### config.mk
export PLATFORM = sky130hd
export DESIGN_NAME = harq_bitcol
export DESIGN_NICKNAME = d
export VERILOG_FILES = /design/src/rtl/harq_bitcol_pkg.sv /design/src/rtl/hbc_divider.sv /design/src/rtl/hbc_walker.sv /design/src/rtl/harq_bitcol.sv
export SDC_FILE = /design/constraint.sdc
export NUM_CORES = 1
export LEC_CHECK = 0
export ABC_AREA = 1
export CAP_MARGIN = 20
export CORE_MARGIN = 8
export CORE_UTILIZATION = 35
export CTS_CLUSTER_DIAMETER = 120
export DETAILED_ROUTE_END_ITERATION = 7
export DONT_BUFFER_PORTS = 1
export GPL_TIMING_DRIVEN = 0
export PLACE_DENSITY = 0.45
export REMOVE_ABC_BUFFERS = 1
export SYNTH_ARGS = -nofsm -noshare
export SYNTH_HDL_FRONTEND = slang
export SYNTH_SLANG_ARGS = --single-unit
### constraint.sdc
create_clock -name clk -period 7.3 [get_ports clk]
set_clock_uncertainty 0.15 [all_clocks]
set_input_delay 1.46 -clock clk [delete_from_list [all_inputs] [get_ports clk]]
set_output_delay 1.46 -clock clk [all_outputs]
set_load 0.005 [all_outputs]
### src/rtl/harq_bitcol_pkg.sv
package harq_bitcol_pkg;

    localparam int ROW_W = 3;

    typedef enum logic [1:0] {
        MOD_QPSK  = 2'd0,
        MOD_16QAM = 2'd1,
        MOD_64QAM = 2'd2,
        MOD_RSVD  = 2'd3
    } mod_e;

    typedef enum logic [1:0] {
        SRC_NONE = 2'd0,
        SRC_SYS  = 2'd1,
        SRC_PAR1 = 2'd2,
        SRC_PAR2 = 2'd3
    } src_e;

    typedef enum logic [1:0] {
        PH_IDLE = 2'd0,
        PH_DIVC = 2'd1,
        PH_DIVS = 2'd2,
        PH_RUN  = 2'd3
    } phase_e;

    function automatic logic [ROW_W-1:0] rows_for(input logic [1:0] m);
        logic [ROW_W-1:0] r;
        case (m)
            MOD_QPSK:  r = ROW_W'(2);
            MOD_16QAM: r = ROW_W'(4);
            MOD_64QAM: r = ROW_W'(6);
            default:   r = '0;
        endcase
        return r;
    endfunction

endpackage

### src/rtl/hbc_divider.sv
module hbc_divider #(
    parameter int W = 16
) (
    input  logic         clk,
    input  logic         rst_n,
    input  logic         go_i,
    input  logic [W-1:0] num_i,
    input  logic [W-1:0] den_i,
    output logic         fin_o,
    output logic [W-1:0] quo_o,
    output logic [W-1:0] rem_o
);
    localparam int CNT_W = $clog2(W + 1);

    typedef struct packed {
        logic [W-1:0]     rem;
        logic [W-1:0]     quo;
        logic [CNT_W-1:0] cnt;
        logic             fin;
    } div_t;

    div_t q, d;
    logic [W:0] shifted;
    logic [W:0] trial;

    always_comb begin
        d       = q;
        d.fin   = 1'b0;
        shifted = {q.rem, q.quo[W-1]};
        trial   = shifted - {1'b0, den_i};
        if (go_i) begin
            d.rem = '0;
            d.quo = num_i;
            d.cnt = CNT_W'(W);
        end else if (q.cnt != '0) begin
            if (!trial[W]) begin
                d.rem = trial[W-1:0];
                d.quo = {q.quo[W-2:0], 1'b1};
            end else begin
                d.rem = shifted[W-1:0];
                d.quo = {q.quo[W-2:0], 1'b0};
            end
            d.cnt = q.cnt - CNT_W'(1);
            d.fin = (q.cnt == CNT_W'(1));
        end
    end

    always_ff @(posedge clk or negedge rst_n) begin
        if (!rst_n) q <= '0;
        else        q <= d;
    end

    assign fin_o = q.fin;
    assign quo_o = q.quo;
    assign rem_o = q.rem;
endmodule

### src/rtl/hbc_walker.sv
module hbc_walker
    import harq_bitcol_pkg::*;
#(
    parameter int CW = 16,
    parameter int RW = ROW_W
) (
    input  logic          clk,
    input  logic          rst_n,
    input  logic          load_i,
    input  logic [RW-1:0] nrow_i,
    input  logic [CW-1:0] ncol_i,
    input  logic [CW-1:0] nr_i,
    input  logic [CW-1:0] nc_i,
    input  logic [CW-1:0] np1_i,
    input  logic [CW-1:0] np2_i,
    input  logic          sys_vld_i,
    input  logic          sys_bit_i,
    input  logic          p1_vld_i,
    input  logic          p1_bit_i,
    input  logic          p2_vld_i,
    input  logic          p2_bit_i,
    output logic          sys_rdy_o,
    output logic          p1_rdy_o,
    output logic          p2_rdy_o,
    output logic          emit_o,
    output logic          bit_o,
    output logic          last_o,
    output logic          runout_o
);
    typedef struct packed {
        logic          active;
        logic [CW-1:0] col;
        logic [RW-1:0] row;
        logic          turn;
        logic [CW-1:0] left1;
        logic [CW-1:0] left2;
        logic          emit;
        logic          bitv;
        logic          last;
        logic          runout;
    } walk_t;

    walk_t q, d;
    src_e  src;
    logic  fallback;
    logic  sys_here;
    logic  take;
    logic  take_bit;
    logic  last_row;
    logic  last_col;
    logic [CW:0] sys_lim;

    // which stream owns the cell under the walker
    always_comb begin
        sys_lim  = {1'b0, nr_i} + ((q.col < nc_i) ? (CW+1)'(1) : '0);
        sys_here = ((CW+1)'(q.row) < sys_lim);
        fallback = 1'b0;
        if (!q.active) begin
            src = SRC_NONE;
        end else if (sys_here) begin
            src = SRC_SYS;
        end else if (q.turn) begin
            if (q.left1 != '0) begin
                src = SRC_PAR1;
            end else begin
                src      = SRC_PAR2;
                fallback = 1'b1;
            end
        end else begin
            if (q.left2 != '0) begin
                src = SRC_PAR2;
            end else begin
                src      = SRC_PAR1;
                fallback = 1'b1;
            end
        end
    end

    assign sys_rdy_o = (src == SRC_SYS);
    assign p1_rdy_o  = (src == SRC_PAR1);
    assign p2_rdy_o  = (src == SRC_PAR2);

    always_comb begin
        take     = (sys_rdy_o && sys_vld_i) || (p1_rdy_o && p1_vld_i) || (p2_rdy_o && p2_vld_i);
        take_bit = sys_rdy_o ? sys_bit_i : (p1_rdy_o ? p1_bit_i : p2_bit_i);
        last_row = (q.row == nrow_i - RW'(1));
        last_col = (q.col == ncol_i - CW'(1));

        d        = q;
        d.emit   = take;
        d.bitv   = take ? take_bit : q.bitv;
        d.last   = 1'b0;
        d.runout = 1'b0;

        if (load_i) begin
            d.active = 1'b1;
            d.col    = '0;
            d.row    = '0;
            d.turn   = 1'b0;
            d.left1  = np1_i;
            d.left2  = np2_i;
        end else if (take) begin
            if (src != SRC_SYS) begin
                d.turn   = ~q.turn;
                d.runout = fallback;
                if (src == SRC_PAR1 && q.left1 != '0) d.left1 = q.left1 - CW'(1);
                if (src == SRC_PAR2 && q.left2 != '0) d.left2 = q.left2 - CW'(1);
            end
            if (last_row) begin
                d.row = '0;
                d.col = q.col + CW'(1);
            end else begin
                d.row = q.row + RW'(1);
            end
            if (last_row && last_col) begin
                d.active = 1'b0;
                d.last   = 1'b1;
            end
        end
    end

    always_ff @(posedge clk or negedge rst_n) begin
        if (!rst_n) q <= '0;
        else        q <= d;
    end

    assign emit_o   = q.emit;
    assign bit_o    = q.bitv;
    assign last_o   = q.last;
    assign runout_o = q.runout;
endmodule

### src/rtl/harq_bitcol.sv
module harq_bitcol
    import harq_bitcol_pkg::*;
#(
    parameter int CW = 16
) (
    input  logic          clk,
    input  logic          rst_n,
    input  logic          start_i,
    input  logic [1:0]    mode_i,
    input  logic [CW-1:0] ndata_i,
    input  logic [CW-1:0] ntsys_i,
    input  logic [CW-1:0] np1_i,
    input  logic [CW-1:0] np2_i,
    input  logic          sys_vld_i,
    input  logic          sys_bit_i,
    output logic          sys_rdy_o,
    input  logic          p1_vld_i,
    input  logic          p1_bit_i,
    output logic          p1_rdy_o,
    input  logic          p2_vld_i,
    input  logic          p2_bit_i,
    output logic          p2_rdy_o,
    output logic          out_vld_o,
    output logic          out_bit_o,
    output logic          busy_o,
    output logic          done_o,
    output logic          err_o
);
    localparam int RW = ROW_W;

    typedef struct packed {
        phase_e        phase;
        logic [CW-1:0] ndata;
        logic [CW-1:0] ntsys;
        logic [CW-1:0] np1;
        logic [CW-1:0] np2;
        logic [RW-1:0] nrow;
        logic [CW-1:0] ncol;
        logic [CW-1:0] nr;
        logic [CW-1:0] nc;
        logic          err;
        logic          done;
        logic          div_go;
        logic          walk_go;
    } ctl_t;

    ctl_t q, d;

    logic          div_fin;
    logic [CW-1:0] div_quo;
    logic [CW-1:0] div_rem;
    logic [CW-1:0] div_num;
    logic [CW-1:0] div_den;
    logic          w_emit;
    logic          w_bit;
    logic          w_last;
    logic          w_runout;
    logic [CW:0]   par_sum;
    logic [CW:0]   par_need;
    logic          cfg_bad;

    // one divider serves both quotients; operands follow the phase
    assign div_num = (q.phase == PH_DIVS) ? q.ntsys : q.ndata;
    assign div_den = (q.phase == PH_DIVS) ? q.ncol  : CW'(q.nrow);

    always_comb begin
        par_sum  = {1'b0, np1_i} + {1'b0, np2_i};
        par_need = {1'b0, ndata_i - ntsys_i};
        cfg_bad  = (mode_i == MOD_RSVD) || (ntsys_i > ndata_i) || (par_sum != par_need);

        d         = q;
        d.done    = 1'b0;
        d.div_go  = 1'b0;
        d.walk_go = 1'b0;
        if (w_runout) d.err = 1'b1;

        case (q.phase)
            PH_IDLE: begin
                if (start_i) begin
                    d.ndata = ndata_i;
                    d.ntsys = ntsys_i;
                    d.np1   = np1_i;
                    d.np2   = np2_i;
                    d.nrow  = rows_for(mode_i);
                    d.err   = 1'b0;
                    if (cfg_bad) begin
                        d.err  = 1'b1;
                        d.done = 1'b1;
                    end else begin
                        d.phase  = PH_DIVC;
                        d.div_go = 1'b1;
                    end
                end
            end
            PH_DIVC: begin
                if (div_fin) begin
                    d.ncol = div_quo;
                    if (div_quo == '0 || div_rem != '0) begin
                        d.err   = 1'b1;
                        d.done  = 1'b1;
                        d.phase = PH_IDLE;
                    end else begin
                        d.div_go = 1'b1;
                        d.phase  = PH_DIVS;
                    end
                end
            end
            PH_DIVS: begin
                if (div_fin) begin
                    d.nr      = div_quo;
                    d.nc      = div_rem;
                    d.walk_go = 1'b1;
                    d.phase   = PH_RUN;
                end
            end
            default: begin
                if (w_last) d.phase = PH_IDLE;
            end
        endcase
    end

    always_ff @(posedge clk or negedge rst_n) begin
        if (!rst_n) begin
            q       <= '0;
            q.phase <= PH_IDLE;
        end else begin
            q <= d;
        end
    end

    hbc_divider #(.W(CW)) u_div (
        .clk   (clk),
        .rst_n (rst_n),
        .go_i  (q.div_go),
        .num_i (div_num),
        .den_i (div_den),
        .fin_o (div_fin),
        .quo_o (div_quo),
        .rem_o (div_rem)
    );

    hbc_walker #(.CW(CW), .RW(RW)) u_walk (
        .clk       (clk),
        .rst_n     (rst_n),
        .load_i    (q.walk_go),
        .nrow_i    (q.nrow),
        .ncol_i    (q.ncol),
        .nr_i      (q.nr),
        .nc_i      (q.nc),
        .np1_i     (q.np1),
        .np2_i     (q.np2),
        .sys_vld_i (sys_vld_i),
        .sys_bit_i (sys_bit_i),
        .p1_vld_i  (p1_vld_i),
        .p1_bit_i  (p1_bit_i),
        .p2_vld_i  (p2_vld_i),
        .p2_bit_i  (p2_bit_i),
        .sys_rdy_o (sys_rdy_o),
        .p1_rdy_o  (p1_rdy_o),
        .p2_rdy_o  (p2_rdy_o),
        .emit_o    (w_emit),
        .bit_o     (w_bit),
        .last_o    (w_last),
        .runout_o  (w_runout)
    );

    assign out_vld_o = w_emit;
    assign out_bit_o = w_bit;
    assign busy_o    = (q.phase != PH_IDLE);
    assign done_o    = q.done || w_last;
    assign err_o     = q.err || w_runout;
endmodule

* Word-level counts from Yosys, hierarchy flattened
Cells that the tools add are included.
** Storage, ports and cells
- Flip-flop bits (word level) :: 216
- Input bits :: 75
- Output and inout port bits :: 8
- Word-level logic and storage cells :: 146
** Cells by class
- $add $sub $neg :: 11
- Magnitude comparators :: 3
- Equal/unequal tests :: 17
- Mux-type cells :: 49
- Bitwise operators :: 1
- Reduce and logical (&&, ||, !) cells :: 38
** Operators with widths (number)
- 53-bit two-way mux :: 2
- 16-bit two-way mux :: 5
- 69-bit two-way mux :: 1
- 16-bit nonzero test :: 3
- 16-bit by 1-bit subtractor with 16-bit output, second input constant :: 3
- 38-bit two-way mux :: 1
- 37-bit two-way mux :: 1
- 33-bit two-way mux :: 1
- 32-bit two-way mux :: 1
- 2-bit two-way mux :: 12
- 1-bit two-way mux :: 19
- 16-bit by 16-bit adder with 17-bit output :: 1
- 16-bit by 17-bit adder with 17-bit output :: 1
- 3-bit by 17-bit < comparator with 1-bit output :: 1
- 17-bit by 16-bit != test with 1-bit output :: 1
- 17-bit by 16-bit subtractor with 17-bit output :: 1
- 16-bit by 1-bit adder with 16-bit output, second input constant :: 1
- 16-bit equality test :: 1
- 16-bit greater-than comparator :: 1
- 16-bit zero test :: 1
- 16-bit < comparator :: 1
- 2-bit nonzero test :: 8
- 16-bit subtractor :: 1
- 2-bit AND reduction :: 6
- 21 further kinds :: 45

* Logic depth before layout (Yosys ltp)
- Depth in word-level cells :: 12
- Mapped depth :: 27
- Gate-level depth less buffers :: 26

* By module
A second synthesis with hierarchy kept.
** Unflattened totals
- Cell total of the unflattened synthesis :: 2468
- Area, all modules :: 16179.3 um^2
** By module, submodules not included
- harq_bitcol :: times used 1, cells each 1113, area an instance 7474.7 um^2, sequential area each 3002.9 um^2
- hbc_walker :: times used 1, cells each 886, area an instance 5611.6 um^2, sequential area each 1426.4 um^2
- hbc_divider :: times used 1, cells each 469, area an instance 3093.0 um^2, sequential area each 950.9 um^2

* Worst setup path after synthesis
No wires, ideal clock.
- Path type :: reg-to-output
- Start point :: reg u_walk.q[49] (netlist name)
- End point :: out sys_rdy_o
- Arrival time :: 2.903 ns
- Data required time :: 5.690 ns
- Slack :: 2.787 ns
- Cell stages (with the launch flop) :: 22
- Buffers on the path :: 0
- Path through :: dfrtp_1 -> ha_1 -> a21oi_1 -> nor2_1 -> nor2_1 -> nor2_1 -> o21ai_0 -> o211ai_1 -> a31oi_1 -> ha_1 -> ha_1 -> xnor2_1 -> ha_1 -> nand2_1 -> nand3_1 -> nand2_1 -> inv_1 -> nand3_1 -> nor2_1 -> nand2_2 -> nor2_8 -> nor2_1
** On the way
- Word-level cells in the longest chain between the ends :: 7
** Ends and longest elaborated chain
- start: declaration :: RTL line hbc_walker.sv:43 : walk_t q, d;
- start signal: assignment :: RTL line hbc_walker.sv:123 : if (!rst_n) q <= '0;
- start signal: assignment :: RTL line hbc_walker.sv:124 : else q <= d;
- 16-bit < comparator :: RTL line hbc_walker.sv:55 : sys_lim = {1'b0, nr_i} + ((q.col < nc_i) ? (CW+1)'(1) : '0);
- 1-bit two-way mux :: RTL line hbc_walker.sv:55
- 16-bit by 17-bit adder with 17-bit output :: RTL line hbc_walker.sv:55
- 3-bit by 17-bit < comparator with 1-bit output :: RTL line hbc_walker.sv:56 : sys_here = ((CW+1)'(q.row) < sys_lim);
- 2-bit two-way mux :: RTL line hbc_walker.sv:60 : end else if (sys_here) begin
- 2-bit two-way mux :: RTL line hbc_walker.sv:58 : if (!q.active) begin
- 2-bit by 1-bit equality test with 1-bit output :: RTL line hbc_walker.sv:79 : assign sys_rdy_o = (src == SRC_SYS);
- end: declaration :: RTL line harq_bitcol.sv:16 : output logic sys_rdy_o,
No other way between the ends.

* Worst setup path after layout
- Start point :: reg u_walk.q[49] (netlist name)
- End point :: out p2_rdy_o
** On the way
- Word-level cells in the longest chain between the ends :: 7
** Ends and longest elaborated chain
- 16-bit < comparator :: RTL line hbc_walker.sv:55
- 1-bit two-way mux :: RTL line hbc_walker.sv:55
- 16-bit by 17-bit adder with 17-bit output :: RTL line hbc_walker.sv:55
- 3-bit by 17-bit < comparator with 1-bit output :: RTL line hbc_walker.sv:56
- 2-bit two-way mux :: RTL line hbc_walker.sv:60
- 2-bit two-way mux :: RTL line hbc_walker.sv:58
- 2-bit equality test :: RTL line hbc_walker.sv:81 : assign p2_rdy_o = (src == SRC_PAR2);
- end: declaration :: RTL line harq_bitcol.sv:22 : output logic p2_rdy_o,
No other way between the ends.

==> flow_summary.json <==
{
  "final_area_um2": 16630,
  "antenna_found_initial": 0,
  "p_comb_share_pct": 34.7,
  "crit_top_cell": "ha_1",
  "num_vias": 13750,
  "p_sw_share_pct": 38.59,
  "fmax_ghz": 0.1658,
  "post_cts_buffers": 0,
  "power.density_nw_per_um2": 278.1,
  "hold_viol": 0,
  "r2r_end": "u_walk.q[5]",
  "slew_violations": 0,
  "max_slew_margin_pct": 29.62,
  "die_y_um": 223.7,
  "core_um2": 42790,
  "worst_pin_slew_ns": 1.046,
  "syn_inst": 2208,
  "status": "finished clean",
  "yosysSeqAreaShare_pct": 35.62,
  "synth_area_leaders": "dfrtp_1 36%, nand2_1 18%, inv_1 7.0%",
  "grt_pass1_vias": 13480,
  "grt_max_degree": 216,
  "track_usage_pct": 18.75,
  "p_total_mw": 4.627,
  "cts.clk_slew.worst_paths_ns": 0.06,
  "drt_iter0_markers": 1003,
  "clockRootBuffer": "clkbuf_16",
  "slowest_stage": "dfrtp_1",
  "avgViaCountPerCell": 5.009,
  "final_cell_mix": "716 x nand2_1, 279 x inv_1, 214 x dfrtp_1",
  "synth_ff_type": "dfrtp_1",
  "synth_top_area_share_pct": 35.62,
  "min_period_ns": 6.032,
  "num_antenna_cells": 0,
  "p_leak_nw": 8.607,
  "maxCapViolCount": 0,
  "synthArstFlopShare_pct": 100.0,
  "placed_area_um2": 15630,
  "drtPass1Iterations": 5,
  "ys_ff_latch": 215,
  "rsz0062_at_grt": "false",
  "p_seq_share_pct": 33.0,
  "crit_chain": "ha_1 > a21oi_1 > nor2_1 > nor2_1 > nor2_1 > o21ai_0 > o211ai_1 > a31oi_1 > ha_1 > ha_1 > xnor2_1 > ha_1 > nand2_1 > nand3_1 > nand2_1 > nor3_1 > nand4_1 > nor3_1",
  "power_switching_mw": 1.785,
  "p_clk_share_pct": 32.3,
  "critPathMaxStageDelay_ns": 0.53,
  "post-dp-hpwl_um": 35270,
  "ant_nets": 0,
  "cts_tree": "yes",
  "arrival_ns": 4.42,
  "gr-total-overflow": 0,
  "layout-drive-gt1-share_pct": 4.277,
  "detailedPlace.worstSlack_ns": 1.684,
  "cts_max_level": 1,
  "wire_per_inst_um": 17.16,
  "io_buffers": 0,
  "finalSetupTns_ns": 0,
  "cp-endpoint": "p2_rdy_o",
  "die_x_um": 223.7,
  "finalNonFillerCells": 2744,
  "wl_um": 47100,
  "dieArea_um2": 50060,
  "p_int_mw": 2.841,
  "start_util_pct": 35.30,
  "syn_avg_cell_area_um2": 6.840,
  "clkLatencyLatePin_ns": 0.55,
  "gp_congestion": 0.8586,
  "setup_viol": 0,
  "crit_type": "register to output pin",
  "mostFrequentLayoutCell": "nand2_1",
  "synthToLayoutAreaGrowth_pct": 10.14,
  "drc": 0,
  "hold_path_class": "register to register",
  "grt_pass1_wl_um": 75510,
  "r2r-start": "u_walk.q[49]",
  "max-vdd-ir-drop_mv": 0.1536,
  "worst_slack_ns": 1.268,
  "end_kind": "output pin",
  "io_pins": 83,
  "start_kind": "register",
  "cts_made_buffers": 28,
  "rows": 76,
  "cts_resized": 0,
  "r2r_slack_ns": 1.79,
  "cp_max_fo": 6,
  "ys_warn_count": 0,
  "ys_types": 46,
  "finalCritPeriodShare_pct": 82.62,
  "synth_area_leader_cell": "dfrtp_1",
  "clock-sinks": 215,
  "final_nets": 2334,
  "clockBufferDepth": 3,
  "worstSetupStartpoint": "u_walk.q[49]",
  "cp_data_required_time_ns": 5.69,
  "synth.cell_area_um2": 15100,
  "rr_worst_depth": 24,
  "synth_edf_count": 0,
  "dp.cells": 2692,
  "cts_hold_buf": 0
}
## power groups by stage
stage / combinational (mW) / clock (mW) / sequential (mW)
2_1_floorplan: 1.16 / 0 / 1.50
6_report: 1.61 / 1.49 / 1.53
4_1_cts: 1.63 / 1.53 / 1.53
5_1_grt: 1.84 / 1.58 / 1.55
3_5_place_dp: 1.62 / 0 / 1.55
3_3_place_gp: 1.59 / 0 / 1.55
## cells by family after synthesis
logic type | share of synthesized area [%]
flip-flops | 35.62
AND/OR/NAND/NOR | 34.15
buffers and inverters | 8.947
adder cells (fa/ha/maj) | 7.025
XOR/XNOR | 3.885
AO/OA/AOI/OAI | 10.37
## how the worst min path moves through the flow
stage | startpoint | endpoint | slack [ns] | depth (start not counted)
2_1_floorplan | u_div.q[5] | u_div.fin_o | 0.26 | 1
3_3_place_gp | u_div.q[5] | u_div.fin_o | 0.29 | 1
3_5_place_dp | u_div.q[5] | u_div.fin_o | 0.30 | 1
4_1_cts | u_div.q[5] | u_div.fin_o | 0.32 | 1
5_1_grt | u_div.q[5] | u_div.fin_o | 0.35 | 1
6_report | u_walk.q[5] | u_walk.q[5] | 0.32 | 2
## critical path: cells and delay by family (launching register included)
family / cells / cell delay (ns)
DFF: 1 / 0.53
xor gates and xnor gates: 1 / 0.10
and+or+nand+nor: 9 / 1.31
AOI/OAI and AO/OA: 4 / 0.69
adders and majority gates: 4 / 1.23
## Yosys cell counts (22+ instances only)
library cell,instances
xnor2_1,23
a21oi_1,53
nand3_1,150
nand4_1,67
nor3_1,22
o21ai_0,171
ha_1,80
nand2_1,718
nor2_1,182
clkbuf_1,50
dfrtp_1,215
xor2_1,44
inv_1,280
## metal layers
layer | up-vias | track usage [%] | part of all wire, %
met2 | 190 | 31.89 | 48
met4 | 0 | 4.121 | 2.2
met3 | 58 | 2.524 | 3.3
li1 | 7083 | - | -
met5 | - | 0 | 0
met1 | 6415 | 25.17 | 47
## cell type report
| cell class | count | area, µm² |
|---|---|---|
| fillers | 4641 | 26160 |
| multi-input cells | 1639 | 8379 |
| flip-flops and latches | 215 | 5381 |
| inverters | 286 | 1075 |
| clock buffers | 41 | 840.8 |
| well taps | 546 | 683.2 |
| clock inverters | 11 | 160.2 |
| repair buffers | 6 | 115.1 |
## stage by stage
stage          hold WS (ns)  util [%]
2_1_floorplan        0.2585         -
3_3_place_gp         0.2881     36.24
3_5_place_dp         0.3022     36.54
4_1_cts              0.3200     38.87
5_1_grt              0.3459     38.87
6_report             0.3211     38.87
## state kept, by name, indices dropped and copies added, names as in the netlist
register and flops:
q 120, u_walk.q 53, u_div.quo_o 16, u_div.rem_o 16
u_div.q 5, u_div.fin_o 1, u_walk.bit_o 1, u_walk.emit_o 1
u_walk.last_o 1, u_walk.runout_o 1
Power figures use the tool's default switching activity.
